File: src/rtl/spi_word_tx_pkg.sv
package spi_word_tx_pkg;
  typedef enum logic {
    ST_IDLE = 1'b0,
    ST_SEND = 1'b1
  } tx_state_e;
endpackage

File: src/rtl/spi_tx_ctrl.sv
module spi_tx_ctrl
  import spi_word_tx_pkg::*;
#(
  parameter int WORD_W   = 8,
  parameter int HALF_CYC = 19
) (
  input  logic clk,
  input  logic rst,
  input  logic wr,
  output logic ev_load,
  output logic ev_bit,
  output logic ev_last,
  output logic ev_stop,
  output logic busy,
  output logic sclk
);
  localparam int PERIOD = 2 * HALF_CYC;
  localparam int PH_W   = $clog2(PERIOD);
  localparam int BIT_W  = (WORD_W > 1) ? $clog2(WORD_W) : 1;

  tx_state_e        state;
  logic [PH_W-1:0]  ph;
  logic [BIT_W-1:0] bc;

  function automatic logic [PH_W-1:0] ph_reload();
    return PH_W'(PERIOD - 1);
  endfunction

  function automatic logic [BIT_W-1:0] bc_reload();
    return BIT_W'(WORD_W - 1);
  endfunction

  function automatic logic at_fall(input logic [PH_W-1:0] p);
    return p == PH_W'(HALF_CYC);
  endfunction

  assign busy    = (state == ST_SEND);
  assign ev_last = busy && (ph == '0) && (bc == '0);
  assign ev_bit  = busy && (ph == '0) && (bc != '0);
  assign ev_load = wr && (!busy || ev_last);
  assign ev_stop = ev_last && !wr;

  always_ff @(posedge clk) begin
    if (rst) begin
      state <= ST_IDLE;
      ph    <= '0;
      bc    <= '0;
      sclk  <= 1'b0;
    end else if (ev_load) begin
      state <= ST_SEND;
      ph    <= ph_reload();
      bc    <= bc_reload();
      sclk  <= 1'b1;
    end else if (ev_stop) begin
      state <= ST_IDLE;
      ph    <= '0;
      bc    <= '0;
      sclk  <= 1'b0;
    end else if (busy) begin
      if (ev_bit) begin
        ph   <= ph_reload();
        bc   <= bc - 1'b1;
        sclk <= 1'b1;
      end else begin
        ph <= ph - 1'b1;
        if (at_fall(ph)) sclk <= 1'b0;
      end
    end
  end
endmodule

File: src/rtl/spi_tx_shift.sv
module spi_tx_shift #(
  parameter int WORD_W = 8
) (
  input  logic              clk,
  input  logic              rst,
  input  logic              load,
  input  logic              adv,
  input  logic              clr,
  input  logic [WORD_W-1:0] din,
  output logic              sdo
);
  logic [WORD_W-1:0] sh;

  always_ff @(posedge clk) begin
    if (rst || clr)  sh <= '0;
    else if (load)   sh <= din;
    else if (adv)    sh <= sh >> 1;
  end

  assign sdo = sh[0];
endmodule

File: src/rtl/spi_word_tx.sv
module spi_word_tx #(
  parameter int WORD_W   = 8,
  parameter int HALF_CYC = 19
) (
  input  logic              clk,
  input  logic              rst,
  input  logic              wr_i,
  input  logic [WORD_W-1:0] wdata_i,
  output logic              wait_o,
  output logic              sclk_o,
  output logic              sdo_o
);
  logic ev_load, ev_bit, ev_last, ev_stop, st_busy;

  spi_tx_ctrl #(.WORD_W(WORD_W), .HALF_CYC(HALF_CYC)) u_ctrl (
    .clk     (clk),
    .rst     (rst),
    .wr      (wr_i),
    .ev_load (ev_load),
    .ev_bit  (ev_bit),
    .ev_last (ev_last),
    .ev_stop (ev_stop),
    .busy    (st_busy),
    .sclk    (sclk_o)
  );

  spi_tx_shift #(.WORD_W(WORD_W)) u_shift (
    .clk  (clk),
    .rst  (rst),
    .load (ev_load),
    .adv  (ev_bit),
    .clr  (ev_stop),
    .din  (wdata_i),
    .sdo  (sdo_o)
  );

  assign wait_o = st_busy && !ev_last;
endmodule

File: config.mk
export PLATFORM = sky130hd
export DESIGN_NAME = spi_word_tx
export DESIGN_NICKNAME = d
export VERILOG_FILES = /design/src/rtl/spi_word_tx_pkg.sv /design/src/rtl/spi_tx_ctrl.sv /design/src/rtl/spi_tx_shift.sv /design/src/rtl/spi_word_tx.sv
export SDC_FILE = /design/constraint.sdc
export NUM_CORES = 1
export LEC_CHECK = 0
export BUFFER_PORTS_ARGS = -buffer_cell sky130_fd_sc_hd__buf_2
export CAP_MARGIN = 20
export CORE_MARGIN = 3
export CORE_UTILIZATION = 55
export DETAILED_ROUTE_END_ITERATION = 12
export GPL_TIMING_DRIVEN = 0
export PLACE_DENSITY = 0.76
export SYNTH_ARGS = -nofsm -noshare
export SYNTH_HDL_FRONTEND = slang
export SYNTH_SLANG_ARGS = --single-unit
export TNS_END_PERCENT = 5
File: constraint.sdc
create_clock -name clk -period 2.9 [get_ports clk]
set_input_delay 0 -clock clk [delete_from_list [all_inputs] [get_ports clk]]
set_output_delay 0 -clock clk [all_outputs]
set_load 0.1 [all_outputs]
==> results_dict.tcl <==
set metrics [dict create \
    status "finished, final reports clean" \
    post_cts_resized 0 \
    drt-vias-per-instance 5.96 \
    initial_utilization 0.616 \
    postSynthCellCount 121 \
    syn_nets 137 \
    grt_pass1_vias 1029 \
    core.rowCount 15 \
    drive_above_1_share 0.259 \
    hold_end "u_shift.sh[3]$_SDFFE_PP0P_" \
    floorplan.core_area_um2 1840 \
    diodes 0 \
    ir_drop_mv 0.433 \
    postCtsSetupBuffers 0 \
    groute.layer.met1.usage 0.264 \
    hold_path_class "in2reg" \
    syn_avg_cell_area_um2 9.37 \
    hold_depth 3 \
    setup_viol_count_final 0 \
    grt_antenna_before_repair 0 \
    drt_iter0_markers 20 \
    grt_pass1_wl_um 4530 \
    setup.worst_path.start_class "register" \
    overflow_left_after_global_routing 0 \
    grt_setup_unrepaired "false" \
    power.static_leakage_nw 0.489 \
    drc 0 \
    final_cell_count_no_fill 164 \
    final.setup_skew_ns 0.00544 \
    hpwl_um 1810 \
    nets 156 \
    ctsRootBufferMaster "clkbuf_4" \
    post_synthesis_sequential_area_ratio 0.336 \
    synthesis.yosys.warnings 0 \
    netlist_area_um2 1130 \
    power_per_cell_area_nw_per_um2 538 \
    ff2ff_setup_slack_ns 0.98 \
    via_count 978 \
    post_synth_mux_area_share 0.0519 \
    cts.sink_count 19 \
    ff2ff_path_depth 7 \
    port_buffers 11 \
    place.gp.congestion 0.882 \
    critPathKind "reg2out" \
    yosys.area_share.adder 0.0552 \
    io-pin-count 14 \
    synth_compound_gate_area_share 0.252 \
    main_combinational_cell_family_by_area_after_synthesis "compound AO/OA/AOI/OAI gates" \
    grt_start_max_net_pins 11 \
    cap_violations 0 \
    drt.antenna.violating_nets 0 \
    synth_simple_gate_area_frac 0.232 \
    chipWidth_um 51.4 \
    max_slew.worst_pin.slew_ns 0.487 \
    worst-endpoint-required_ns 2.90 \
    syn2layout_area_growth_pct 12.6 \
    holdWs_ns 0.00815 \
    busiest_metal_layer_after_global_routing "met2" \
    hold_viol 0 \
    total_wire_length_um 2500 \
    dieArea_um2 2640 \
    grtUsageMet3 0.0583 \
    number_of_buffers_inserted_for_hold_repair_after_clock_tree_synthesis 3 \
    slew_violations 0 \
    timing.rr.start "u_ctrl.ph[0]$_SDFFE_PP0P_" \
    maximum_fanout_encountered_on_the_critical_timing_path 6 \
    endpoint_kind "primary output" \
    first_pass_iters 4 \
    fmaxAchievable_ghz 0.503 \
    synth.distinct_cells 39 \
    dieHeight_um 51.4 \
    cts_max_level 1 \
    clock_insertion_delay_worst_skew_ns 0.30 \
    grt_use_met2 0.405 \
    maximum_count_of_clock_buffers_along_a_single_path 2 \
    tritoncts.num_buffers 3 \
    synth-seq-cells 19 \
    synthXorXnorAreaFrac 0.0155 \
    dpl.cell_count 157 \
    slew_headroom 0.678 \
    grtUsageTotal 0.229 \
    wl_per_cell_um 15.2 \
    hold_path.startpoint "wdata_i[3]" \
    final.min_clock_period_ns 1.99 \
    clk_pin_slew_ns 0.11 \
    setup-tns-final_ns 0 \
    timing.rr.end "u_shift.sh[5]$_SDFFE_PP0P_" \
    timing.critical_path.arrival_ns 1.99 \
    final.period_utilization 0.685 \
    cts_tree "built" \
]
==> state kept, by name (all words and copies together), names as in the netlist <==
name         flops
u_ctrl.ph        6
u_ctrl.busy      1
u_ctrl.bc        3
u_shift.sh       8
u_ctrl.sclk      1
==> cell families (layout without fill, tap and decap cells) <==
family	after synthesis	in the layout
multiplexers	5	5
flip-flops	19	19
buffers and inverters	12	30
XOR/XNOR	2	2
adder cells (fa/ha/maj)	5	5
AND/OR/NAND/NOR	47	47
AO/OA/AOI/OAI	31	31
==> final cells by class <==
class | instances | area (µm²)
Multi-Input combinational cell | 90 | 687
Fill cell | 189 | 563
Sequential cell | 19 | 380
Timing Repair Buffer | 14 | 85.1
Buffer | 7 | 47.5
Tap cell | 25 | 31.3
Clock buffer | 4 | 26.3
Inverter | 5 | 18.8
==> synthesized netlist by cell type, drive strengths merged <==
cell     number  area share
a211oi        3       0.024
a21o          2       0.013
a21oi         6       0.026
a221oi        1      0.0077
a2bb2oi       1      0.0077
a311oi        8       0.095
a31o          1      0.0077
a41oi         2       0.032
and2          1      0.0066
buf           6       0.039
clkbuf        1      0.0033
dfxtp        19        0.34
ha            5       0.055
inv           5       0.017
mux2          4       0.043
mux2i         1      0.0088
nand2        10       0.033
nand2b        2       0.011
nand3         9       0.040
nor2         11       0.036
nor2b         4       0.022
nor3          3       0.018
nor3b         4       0.046
nor4          2       0.011
nor4b         1      0.0077
o211ai        1      0.0066
o21a          2       0.013
o21ai         4       0.018
xnor2         1      0.0077
xor2          1      0.0077
==> through the flow <==
stage               cell area, µm²  power (W)  setup WS (ns)   util
CTS                           1280   0.000693          0.917  0.694
global placement              1220   0.000543           1.08  0.663
finish                        1280   0.000687          0.913  0.694
floorplan                     1130   0.000505           1.20      -
detailed placement            1220   0.000551           1.07  0.663
global route                  1280   0.000731          0.796  0.694
==> worst max-delay path by stage <==
stage                         startpoint                    endpoint  slack (ns)  cells after the start
2_1_floorplan  u_ctrl.ph[0]$_SDFFE_PP0P_                      wait_o        1.20                      5
3_3_place_gp   u_ctrl.ph[0]$_SDFFE_PP0P_  u_shift.sh[7]$_SDFFE_PP0P_        1.08                      7
3_5_place_dp   u_ctrl.ph[1]$_SDFFE_PP0P_   u_ctrl.ph[1]$_SDFFE_PP0P_        1.07                      6
4_1_cts        u_ctrl.ph[0]$_SDFFE_PP0P_                      wait_o        0.92                      6
5_1_grt        u_ctrl.ph[0]$_SDFFE_PP0P_                      wait_o        0.80                      6
6_report       u_ctrl.ph[0]$_SDFFE_PP0P_                      wait_o        0.91                      6
==> layer usage <==
metal / vias to the layer above / wire length, µm / part of all wire
met3: 4 / 122 / 0.049
li1: 482 / - / -
met1: 466 / 1120 / 0.45
met5: - / 0 / 0
met2: 26 / 1240 / 0.50
met4: 0 / 21 / 0.0084
==> where the power goes <==
| group | leakage (nW) | internal (W) | switching [W] |
|---|---|---|---|
| clock | 0.0150 | 0.0000537 | 0.0000836 |
| sequential | 0.158 | 0.000289 | 0.0000267 |
| combinational | 0.317 | 0.0000936 | 0.000141 |
==> cells in the final DEF, fill, tap and decap left out, drive strengths merged, types with 3 or more instances in the layout <==
master	instances
a211oi	3
a21oi	6
a311oi	8
buf	17
clkbuf	5
dfxtp	19
dlygate4sd3	3
ha	5
inv	5
mux2	4
nand2	10
nand3	9
nor2	11
nor2b	4
nor3	3
nor3b	4
o21ai	4
==> worst max-delay path: stages, from the launching register on <==
cell and delay [ns]:
dfxtp_1 0.45, inv_1 0.09, ha_1 0.25, nor2b_1 0.16
nand2_1 0.17, o21a_1 0.13, buf_2 0.42
Power figures use the tool's default switching activity.
